File: config.mk
export PLATFORM = sky130hd
export DESIGN_NAME = batch_fifo
export DESIGN_NICKNAME = d
export VERILOG_FILES = /design/src/rtl/batch_fifo_pkg.sv /design/src/rtl/batch_fifo_admit.sv /design/src/rtl/batch_fifo_ring.sv /design/src/rtl/batch_fifo.sv
export SDC_FILE = /design/constraint.sdc
export NUM_CORES = 1
export LEC_CHECK = 0
export BUFFER_PORTS_ARGS = -buffer_cell sky130_fd_sc_hd__buf_2
export CAP_MARGIN = 5
export CELL_PAD_IN_SITES_DETAIL_PLACEMENT = 2
export CELL_PAD_IN_SITES_GLOBAL_PLACEMENT = 2
export CORE_UTILIZATION = 39
export CTS_BUF_LIST = sky130_fd_sc_hd__clkbuf_8 sky130_fd_sc_hd__clkbuf_16
export CTS_CLUSTER_SIZE = 24
export DETAILED_ROUTE_END_ITERATION = 10
export GPL_TIMING_DRIVEN = 0
export HOLD_SLACK_MARGIN = 0.15
export PLACE_DENSITY_LB_ADDON = 0.1
export SLEW_MARGIN = 0
export SYNTH_ARGS = -nofsm -noshare
export SYNTH_HDL_FRONTEND = slang
export SYNTH_SLANG_ARGS = --single-unit
File: constraint.sdc
create_clock -name clk -period 6 [get_ports clk]
set_clock_uncertainty 0.2 [all_clocks]
set_input_delay 0.9 -clock clk [delete_from_list [all_inputs] [get_ports clk]]
set_output_delay 0.9 -clock clk [all_outputs]
set_load 0.1 [all_outputs]
File: src/rtl/batch_fifo_pkg.sv
package batch_fifo_pkg;

    // Add an offset to a ring index and fold it back into [0, depth).
    function automatic int unsigned ring_add(int unsigned base,
                                             int unsigned off,
                                             int unsigned depth);
        int unsigned sum;
        sum = base + off;
        if (sum >= depth) begin
            sum = sum - depth;
        end
        return sum;
    endfunction

    function automatic int unsigned min_u(int unsigned a, int unsigned b);
        return (a < b) ? a : b;
    endfunction

endpackage

File: src/rtl/batch_fifo_admit.sv
module batch_fifo_admit #(
    parameter int P     = 4,
    parameter int DEPTH = 8,
    parameter int CNTW  = 4,
    parameter int INW   = 3
) (
    input  logic [CNTW-1:0] occ,
    input  logic [INW-1:0]  req_count,
    output logic            pop,
    output logic [INW-1:0]  take_count,
    output logic            drop
);
    import batch_fifo_pkg::*;

    int unsigned req_n;
    int unsigned after_pop;
    int unsigned room;
    int unsigned take_n;

    always_comb begin
        pop       = (occ != '0);
        req_n     = min_u(int'(req_count), P);
        after_pop = int'(occ) - (pop ? 1 : 0);
        room      = DEPTH - after_pop;
        take_n    = min_u(req_n, room);
        drop      = (req_n > room);
        take_count = INW'(take_n);
    end

endmodule

File: src/rtl/batch_fifo_ring.sv
module batch_fifo_ring #(
    parameter int DW    = 8,
    parameter int P     = 4,
    parameter int DEPTH = 8,
    parameter int PTRW  = 3,
    parameter int INW   = 3
) (
    input  logic                 clk,
    input  logic [PTRW-1:0]      wr_base,
    input  logic [INW-1:0]       wr_num,
    input  logic [P-1:0][DW-1:0] wr_data,
    input  logic [PTRW-1:0]      rd_ptr,
    output logic [DW-1:0]        rd_data
);
    import batch_fifo_pkg::*;

    logic [DW-1:0] slot_view [DEPTH];

    for (genvar j = 0; j < DEPTH; j++) begin : g_slot
        logic [DW-1:0] cell_d;
        logic [DW-1:0] cell_q;

        always_comb begin
            cell_d = cell_q;
            for (int i = 0; i < P; i++) begin
                if ((i < int'(wr_num)) &&
                    (ring_add(int'(wr_base), i, DEPTH) == j)) begin
                    cell_d = wr_data[i];
                end
            end
        end

        always_ff @(posedge clk) begin
            cell_q <= cell_d;
        end

        assign slot_view[j] = cell_q;
    end

    assign rd_data = slot_view[rd_ptr];

endmodule

File: src/rtl/batch_fifo.sv
module batch_fifo #(
    parameter int DW    = 8,
    parameter int P     = 4,
    parameter int DEPTH = 8,
    localparam int PTRW = (DEPTH > 1) ? $clog2(DEPTH) : 1,
    localparam int CNTW = $clog2(DEPTH + 1),
    localparam int INW  = $clog2(P + 1)
) (
    input  logic                 clk,
    input  logic                 rst,
    input  logic [P-1:0][DW-1:0] in_data,
    input  logic [INW-1:0]       in_count,
    output logic [DW-1:0]        out_data,
    output logic                 out_valid,
    output logic                 overflow
);
    import batch_fifo_pkg::*;

    typedef struct packed {
        logic [PTRW-1:0] head;
        logic [PTRW-1:0] tail;
        logic [CNTW-1:0] occ;
        logic            ovf;
    } state_t;

    state_t         st_d;
    state_t         st_q;
    logic           pop;
    logic [INW-1:0] take_count;
    logic           drop;
    logic [DW-1:0]  head_word;

    batch_fifo_admit #(
        .P(P), .DEPTH(DEPTH), .CNTW(CNTW), .INW(INW)
    ) u_admit (
        .occ        (st_q.occ),
        .req_count  (in_count),
        .pop        (pop),
        .take_count (take_count),
        .drop       (drop)
    );

    batch_fifo_ring #(
        .DW(DW), .P(P), .DEPTH(DEPTH), .PTRW(PTRW), .INW(INW)
    ) u_ring (
        .clk     (clk),
        .wr_base (st_q.tail),
        .wr_num  (take_count),
        .wr_data (in_data),
        .rd_ptr  (st_q.head),
        .rd_data (head_word)
    );

    always_comb begin
        st_d      = st_q;
        st_d.head = PTRW'(ring_add(int'(st_q.head), pop ? 1 : 0, DEPTH));
        st_d.tail = PTRW'(ring_add(int'(st_q.tail), int'(take_count), DEPTH));
        st_d.occ  = CNTW'(int'(st_q.occ) - (pop ? 1 : 0) + int'(take_count));
        st_d.ovf  = drop;
        if (rst) begin
            st_d = '0;
        end
    end

    always_ff @(posedge clk) begin
        st_q <= st_d;
    end

    assign out_valid = (st_q.occ != '0);
    assign out_data  = head_word;
    assign overflow  = st_q.ovf;

    AST_EMPTY_AFTER_RESET: assert property (@(posedge clk) disable iff (rst)
        $past(rst) |-> (!out_valid && !overflow));

    AST_OCC_BOUND: assert property (@(posedge clk) disable iff (rst)
        st_q.occ <= CNTW'(DEPTH));

    AST_NO_OVERFLOW: assert property (@(posedge clk) disable iff (rst)
        overflow |-> (st_q.occ == CNTW'(DEPTH)));

    AST_SINGLE_POP: assert property (@(posedge clk) disable iff (rst)
        (!$past(rst) && $past(out_valid) && ($past(in_count) == '0))
        |-> (st_q.occ == CNTW'(int'($past(st_q.occ)) - 1)));

    AST_EMPTY_KEEPS_BATCH: assert property (@(posedge clk) disable iff (rst)
        (!$past(rst) && !$past(out_valid) && ($past(in_count) != '0) &&
         (int'($past(in_count)) <= P) && (P <= DEPTH))
        |-> (st_q.occ == CNTW'($past(in_count))));

endmodule

==> run summary, run 1 <==
Overflow after GRT -> 0
CP most frequent cell -> ha_1
Data arrival, critical path -> 5.52 ns
worst stage delay on the critical path -> 0.56 ns
Post-synth EDFFs -> 64
PwrDens -> 448 nW/um2
DR iter-0 viols -> 715
Core Box Area -> 15,400 um2
GRT Total Usage -> 35.5%
io pins -> 47
Via-to-Cell Ratio -> 6.90
Slowest-stage cell, CP -> a211oi_1
final worst-path cycle share -> 94.6%
syn nets -> 752
P_sw -> 1.52 mW
Final min period -> 5.68 ns
CP Launch Type -> register
Slew Viols, Final -> 0
hold_sp -> st_q[8]
Initial Util -> 40.5%
Worst setup EP type -> register
leakage -> 2.42 nW
Syn Std Cell Area -> 6230 um2
clock-pin transition on the worst setup and hold timing paths -> 0.06 ns
CP Max Fanout -> 10
synth unique cells -> 57
post-layout instance area -> 6990 um2
switching share of power -> 48.5%
RSZ-0062 raised after global routing -> no
Avg Cell Area, Syn -> 9.05 um2
number of global-route vias before repair -> 6,341
post-detail-place hpwl -> 22.2 mm
post_cts resized -> 0
crit path cell chain -> nor2_1 -> nand3_1 -> ha_1 -> ha_1 -> xnor2_1 -> nand3_1 -> o21ai_2 -> nand2_1 -> ha_1 -> nor4bb_1 -> nand4_1 -> a211o_1 -> o31ai_4 -> buf_2 -> buf_2 -> a31oi_1 -> a211oi_1 -> o31ai_1
Reg-to-Reg End -> u_ring.g_slot[0].cell_q[0]
Hold Path Stages -> 2
Layout area overhead -> 12.2%
fraction of power consumed by the clock network -> 18.0%
clk sink count -> 75
Remaining DRCs -> 0
internal reg-to-reg setup slack -> 0.32 ns
Worst path top cell family by delay -> compound AO/OA/AOI/OAI gates
WL/cell -> 30.4 um
layout cells sized above 1 -> 16.0%
r2r worst-path depth -> 18
row count -> 45
Top FF cell, synth -> edfxtp_1
Root Driver -> clkbuf_16
worst path bufs/invs -> 2
number of synthesized register bits -> 75
Data required, critical path -> 5.84 ns
DRT Wirelength -> 28.5 mm
Final ANT Viol Nets -> 0
Setup TNS -> 0 ns
total CTS buffers -> 9
async set-reset flop share out of synthesis -> 0%
TritonRoute pass-1 iters -> 5
status -> finished, final reports clean
Max transition margin -> 17.9%
post-CTS setup buffer count -> 0
Min-Delay Endpoint -> st_q[8]
sequential fraction of the synthesis area -> 34.4%
clock buffer depth -> 2
pin count of the biggest net entering global routing -> 14
pin slew with the least headroom to its limit -> 1.22 ns
FF-to-FF Start -> st_q[4]
Comb power frac -> 57.7%
die width -> 128 um
Routability Congestion -> 1.02
hold buffers post-CTS -> 0
Die Y -> 128 um
endpoints failing setup -> 0
routed via count -> 6,478
Crit Path Class -> register to register
maxcap violations -> 0
nets -> 786
sequential power share -> 24.3%
total of warnings raised by yosys -> 0
clk_lat worst skew -> 0.34 ns
htree depth -> 3
IO Port Bufs -> 22
internal power -> 1.61 mW
CTS tree -> yes
global-route wire length before repair -> 42.2 mm
die footprint -> 16,500 um2
Power, Total -> 3.13 mW
initial antenna violation count -> 1
Synth Instances -> 688
Hold Vio Cnt, Final -> 0
Placed Area -> 6610 um2
utilization after layout -> 45.4%
Hold/Removal Path Class -> register to register
Max Freq -> 176 MHz
Peak VDD IR -> 0.253 mV
## worst reg2reg max path: stages (launching register included)
cell      delay [ns]
dfxtp_1         0.37
nor2_1          0.17
nand3_1         0.20
ha_1            0.26
ha_1            0.21
xnor2_1         0.35
nand3_1         0.24
o21ai_2         0.18
nand2_1         0.12
ha_1            0.30
nor4bb_1        0.29
nand4_1         0.24
a211o_1         0.35
o31ai_4         0.44
buf_2           0.31
buf_2           0.26
a31oi_1         0.12
a211oi_1        0.56
o31ai_1         0.18
## per-layer routing
metal  up-vias  global-route usage (%)  routed length, um
met4         0                    13.1                876
met5         -                       0                  0
met3        50                    4.82               2300
met1      3338                    49.7              12200
met2       315                    56.1              13200
li1       2775                       -                  -
## state kept, by name, summed over array words and instances, names as in the netlist
register	cells
u_ring.g_slot.cell_q	64
st_q	10
overflow	1
## power by group through the flow
stage | sequential, mW | clock [mW] | combinational [mW]
3_5_place_dp | 0.770 | 0 | 1.76
2_1_floorplan | 0.743 | 0 | 1.30
6_report | 0.762 | 0.563 | 1.81
5_1_grt | 0.770 | 0.579 | 1.94
3_3_place_gp | 0.759 | 0 | 1.67
4_1_cts | 0.763 | 0.563 | 1.78
## kinds of logic (layout without fill, tap and decap cells)
group                      Yosys count  after routing  synth area share [%]
AOI/OAI and AO/OA                  243            243                  27.9
xor gates and xnor gates             6              6                 0.844
adders and majority gates           27             27                  5.67
buffers and inverters              105            144                  7.11
DFF                                 75             75                  34.4
muxes                               27             27                  7.78
other                                0              1                     0
and+or+nand+nor                    205            205                  16.3
## through the flow
step | cells | hold WS, ns | worst slack [ns]
detailed placement | 923 | 0.402 | 0.133
CTS | 939 | 0.418 | 0.101
floorplan | 688 | 0.357 | 0.380
finish | 939 | 0.407 | 0.322
global placement | 921 | 0.368 | 0.206
global route | 938 | 0.472 | 0.0147
## worst max path at each step
stage             from                          to  slack (ns)  cells after the start
3_3_place_gp   st_q[4]  u_ring.g_slot[4].cell_q[3]        0.21                     17
3_5_place_dp   st_q[4]  u_ring.g_slot[0].cell_q[1]        0.13                     18
2_1_floorplan  st_q[4]  u_ring.g_slot[4].cell_q[0]        0.38                     17
5_1_grt        st_q[4]  u_ring.g_slot[4].cell_q[3]        0.01                     18
4_1_cts        st_q[4]  u_ring.g_slot[0].cell_q[1]        0.10                     18
6_report       st_q[4]  u_ring.g_slot[0].cell_q[0]        0.32                     18
## layout make-up
class / count / area (um2)
clock inverter: 6 / 57.6
inverter: 22 / 82.6
clock buffer: 10 / 250
buffer: 82 / 359
sequential: 75 / 2140
timing repair buffer: 24 / 120
multi-input combinational: 508 / 3710
fill: 1714 / 8390
antenna: 1 / 2.50
tap: 211 / 264
## synthesized netlist by cell type, drive strengths merged (4+ instances only)
cell type / instances / share of area, %
a21oi: 13 / 1.0
nand2: 17 / 1.0
dfxtp: 11 / 3.5
o31ai: 50 / 6.2
xnor2: 5 / 0.70
inv: 21 / 1.3
ha: 25 / 5.0
and3: 16 / 1.6
nor2: 69 / 4.2
o2bb2ai: 16 / 2.3
mux2: 8 / 1.4
a31oi: 65 / 6.5
nor3: 16 / 1.6
nand3: 55 / 4.4
edfxtp: 64 / 31
buf: 41 / 3.1
a211oi: 65 / 7.9
or3: 5 / 0.50
clkbuf: 42 / 2.7
o22ai: 16 / 1.6
o21ai: 6 / 0.66
mux4: 16 / 5.8
and2: 4 / 0.44
nor2b: 8 / 0.80
## cells in the final DEF, fill, tap and decap left out, types with 13 or more instances in the layout
master / instances
nor2_1: 69
a31oi_1: 65
edfxtp_1: 64
a211oi_1: 58
nand3_1: 55
o31ai_1: 48
buf_2: 40
clkbuf_1: 31
ha_1: 25
buf_1: 22
inv_1: 22
nand2_1: 17
mux4_2: 16
and3_1: 16
o22ai_1: 16
o2bb2ai_1: 16
a21oi_1: 13
Power figures use the tool's default switching activity.
==> run 2, diff against run 1 <==
CORE_MARGIN = 10   (was default)
==> run summary, run 2 (synthesized netlist as in run 1, its figures left out) <==
max reg flops -> 64
Remaining DRCs -> 0
Via-to-Cell Ratio -> 6.77
pin count of the biggest net entering global routing -> 15
initial antenna violation count -> 1
die footprint -> 21,400 um2
Die Y -> 146 um
htree depth -> 3
hold_sp -> st_q[9]
TritonRoute pass-1 iters -> 5
DRT Wirelength -> 29.5 mm
GRT Total Usage -> 26.5%
global-route wire length before repair -> 43.6 mm
nets -> 790
IO Port Bufs -> 22
status -> finished, final reports clean
Overflow after GRT -> 0
r2r worst-path depth -> 17
FF-to-FF Start -> st_q[4]
Min-Delay Endpoint -> st_q[9]
pin slew with the least headroom to its limit -> 1.35 ns
Final ANT Viol Nets -> 0
Data required, critical path -> 5.89 ns
Power, Total -> 3.20 mW
internal reg-to-reg setup slack -> 0.43 ns
commonest non-fill, non-tap cell in the layout -> nor2_1
Max Freq -> 180 MHz
diode count -> 0
post-detail-place hpwl -> 22.8 mm
leakage -> 2.44 nW
Final min period -> 5.57 ns
Post-Place Cells -> 928
Data arrival, critical path -> 5.47 ns
met1 Use GR -> 33.1%
GR Layer Usage met2 -> 42.5%
Crit Path Class -> register to register
die width -> 146 um
DR iter-0 viols -> 705
final worst-path cycle share -> 92.8%
total CTS buffers -> 9
maxcap violations -> 0
clock-pin transition on the worst setup and hold timing paths -> 0.07 ns
Reg-to-Reg End -> u_ring.g_slot[1].cell_q[5]
Final Hold Slack -> 0.459 ns
most frequent cells in the layout -> nor2_1 (69), a31oi_1 (65), edfxtp_1 (64), nand3_1 (55), a211oi_1 (51)
CP Max Fanout -> 10
Hold/Removal Path Class -> register to register
M3 GR Usage -> 8.37%
Largest Register -> u_ring.g_slot.cell_q
Initial Util -> 39.5%
clock buffer depth -> 2
io pins -> 47
Peak VDD IR -> 0.290 mV
WL/cell -> 31.2 um
Layout fillers -> 1,755
clk sink count -> 75
CP Launch Type -> register
Root Driver -> clkbuf_16
clk_lat worst skew -> 0.34 ns
PwrDens -> 452 nW/um2
Layout area overhead -> 13.7%
Core Box Area -> 15,800 um2
Slew Viols, Final -> 0
routed via count -> 6,408
row count -> 46
RSZ-0062 raised after global routing -> no
Hold Vio Cnt, Final -> 0
Max transition margin -> 9.00%
number of global-route vias before repair -> 6,513
Hold Path Stages -> 2
utilization after layout -> 44.9%
Setup TNS -> 0 ns
endpoints failing setup -> 0
crit path launch -> st_q[4]
layout cells sized above 1 -> 17.6%
final cell count without fillers -> 947
CTS tree -> yes
gr busiest metal -> met2
Routability Congestion -> 0.951
Worst setup EP type -> register
run 2: cell types whose count changed in the layout (fill, tap and decap cells not counted), sizes merged:
cell	change
diode	-1
buf	+3
bufinv	+1
inv	-2
clkinv	+3
clkinvlp	-1
run 2: how the worst max path moves through the flow:
stage | endpoint | slack, ns | cells past startpoint
finish | u_ring.g_slot[1].cell_q[5] | 0.43 | 17
global route | u_ring.g_slot[0].cell_q[1] | 0.07 | 17
CTS | u_ring.g_slot[5].cell_q[1] | 0.09 | 18
detailed placement | u_ring.g_slot[5].cell_q[1] | 0.14 | 18
global placement | u_ring.g_slot[4].cell_q[3] | 0.08 | 16
floorplan | u_ring.g_slot[4].cell_q[0] | 0.38 | 17
run 2: report_power, final:
group / total [mW] / switching (mW) / internal (mW)
Sequential: 0.758 / 0.0442 / 0.714
Clock: 0.602 / 0.234 / 0.367
Combinational: 1.84 / 1.28 / 0.563
Total: 3.20 / 1.55 / 1.64
run 2: repair_timing:
| item | 4_1_cts | 5_1_grt |
|---|---|---|
| hold buffers | 0 | 0 |
| gates resized for setup | 0 | 28 |
| buffers inserted | 0 | 2 |
| setup endpoints to repair | 0 | 117 |
run 2: final cells by class:
type	instances	area, um2	area share (%)
well taps	216	270	3.82
repair buffers	27	140	1.98
inverters	22	82.6	1.17
flip-flops and latches	75	2140	30.3
plain buffers	83	363	5.12
multi-input cells	508	3760	53.1
clock inverters	7	100	1.41
clock buffers	9	225	3.18
run 2: worst max-delay path, stage by stage (launching register included):
cell	delay [ns]
dfxtp_1	0.36
nor2_1	0.15
nand3_1	0.20
ha_1	0.27
nand2b_1	0.21
and3b_1	0.26
nor2_1	0.27
a21oi_1	0.11
or2_2	0.32
ha_1	0.18
nor4_1	0.30
nand4_1	0.23
a211o_1	0.41
o31a_1	0.31
buf_2	0.21
nor3_2	0.64
a211oi_1	0.20
o31ai_1	0.47
run 2: layer usage:
layer	wire length, um	vias up
li1	-	2788
met1	12000	3231
met2	13700	329
met3	2920	58
met4	874	2
met5	8	-
run 2: per-stage QoR:
step	setup WS [ns]	cell area, um2
floorplan	0.380	6230
global placement	0.0825	6610
detailed placement	0.140	6620
CTS	0.0879	6940
global route	0.0688	7080
finish	0.429	7080
==> run 3, diff against run 2 <==
CORE_UTILIZATION = 35   (was 39)
clock period = 4.8 ns   (was 6 ns; I/O delays follow)
==> run summary, run 3 (synthesized netlist as in run 1, its figures left out) <==
Max Freq -> 193 MHz
Slew Viols, Final -> 20
post-layout instance area -> 9270 um2
Peak VDD IR -> 0.562 mV
GRT Total Usage -> 26.1%
nets -> 835
Data required, critical path -> 4.76 ns
routed via count -> 7,145
Hold Vio Cnt, Final -> 0
Remaining DRCs -> 0
worst stage delay on the critical path -> 0.38 ns
clock buffer depth -> 2
final worst-path cycle share -> 108%
Final ANT Viol Nets -> 0
clock-pin transition on the worst setup and hold timing paths -> 0.07 ns
CTS tree -> yes
post-detail-place hpwl -> 23.5 mm
die footprint -> 23,500 um2
Place WS -> -1.14 ns
io pins -> 47
Layout fillers -> 1,670
PwrDens -> 559 nW/um2
Final min period -> 5.19 ns
DRT Wirelength -> 37.8 mm
Worst setup EP type -> register
Crit Path Class -> register to register
clk sink count -> 75
CP Launch Type -> register
CP Max Fanout -> 10
Hold/Removal Path Class -> primary input to register
Die Y -> 153 um
Slowest-stage cell, CP -> a211oi_4
CP most frequent cell -> buf_6
IO Port Bufs -> 22
Placed Area -> 6650 um2
maxcap violations -> 2
leakage -> 3.06 nW
utilization after layout -> 53.4%
die width -> 153 um
pin slew with the least headroom to its limit -> 1.51 ns
crit path cell chain -> inv_1 -> nand3_4 -> ha_4 -> ha_4 -> xnor2_4 -> buf_6 -> buf_6 -> nand3_4 -> o21ai_4 -> buf_4 -> nand2_1 -> ha_1 -> nor4_2 -> nand4_1 -> a211oi_4 -> buf_4 -> buf_6 -> o2111ai_4 -> buf_6 -> buf_2 -> a31oi_1 -> a211oi_2 -> o2bb2ai_1
clk_lat worst skew -> 0.35 ns
met3 wire length -> 3.17 mm
Routability Congestion -> 0.928
setup ws final -> -0.387 ns
Data arrival, critical path -> 5.14 ns
WL/cell -> 37.7 um
multi-input logic area -> 5210 um2
Root Driver -> clkbuf_16
layout cells sized above 1 -> 49.1%
status -> complete, but fails checks
row count -> 48
pin count of the biggest net entering global routing -> 14
number of global-route vias before repair -> 6,880
DR iter-0 viols -> 1,031
met2 wire len -> 18.3 mm
RSZ-0062 raised after global routing -> yes
Layout area overhead -> 48.9%
Initial Util -> 35.9%
Max transition margin -> -1.33%
top sig layer -> met4
Via-to-Cell Ratio -> 7.13
endpoints failing setup -> 133
global-route wire length before repair -> 47.3 mm
most frequent cells in the layout -> nor2_1 (64), edfxtp_1 (64), nand3_1 (49), buf_4 (46), a211oi_2 (43)
total CTS buffers -> 9
Overflow after GRT -> 0
Sequential Area -> 2150 um2
max reg flops -> 64
Met1 Wirelength -> 15.2 mm
initial antenna violation count -> 1
htree depth -> 3
Core Box Area -> 17,400 um2
failing checks -> capacitance limit, slew limit, setup timing
Largest Register -> u_ring.g_slot.cell_q
TritonRoute pass-1 iters -> 5
## run 3: worst paths after layout
| path | startpoint | end | slack (ns) | depth (start not counted) |
|---|---|---|---|---|
| max | st_q[1] | u_ring.g_slot[6].cell_q[5] | -0.39 | 23 |
| min | rst | st_q[1] | 0.34 | 2 |
| max reg2reg | st_q[1] | u_ring.g_slot[6].cell_q[5] | -0.39 | 23 |
| min reg2reg | st_q[9] | st_q[9] | 0.43 | 2 |
## run 3: worst max-delay path, delay by kind of cell (launching register included)
kind | cells | cell delay (ns)
AOI/OAI and AO/OA | 6 | 1.47
DFF | 1 | 0.31
adders and majority gates | 3 | 0.60
and+or+nand+nor | 5 | 0.82
xor gates and xnor gates | 1 | 0.24
buffers and inverters | 8 | 1.33
## run 3: routing by layer
metal	vias to the layer above	global-route usage [%]
met5	-	0
met3	100	4.12
li1	2867	-
met2	467	42.9
met1	3711	35.0
met4	0	6.34
## run 3: repair_timing
item,4_1_cts,5_1_grt
setup endpoints to repair,133,133
resized for setup,122,248
cloned,0,4
setup buffers,22,40
pin swaps,20,72
hold buffers,0,0
## run 3: layout make-up
class / instances / share of cell area [%]
buffer: 66 / 4.93
timing repair buffer: 87 / 8.04
sequential: 75 / 23.2
multi-input combinational: 510 / 56.2
antenna: 1 / 0.0270
inverter: 22 / 0.891
tap: 225 / 3.04
clock buffer: 9 / 2.43
clock inverter: 7 / 1.24
## run 3: metrics by stage
step	TNS (ns)	std cells	hold slack, ns	power [mW]
after floorplan	0	688	0.357	2.58
after global placement	-88.01	935	0.371	3.12
after detailed placement	-120.50	935	0.404	3.26
after CTS	0	959	0.339	4.46
after global routing	-33.98	1001	0.360	5.36
final	-20.31	1002	0.343	5.19
## run 3: where the power goes
group          total (mW)  internal, mW  switching [mW]  leakage [nW]
Sequential          0.958         0.896          0.0620         0.700
Combinational        3.42          1.25            2.17          2.19
Clock               0.806         0.509           0.297         0.169
Total                5.19          2.66            2.53          3.06
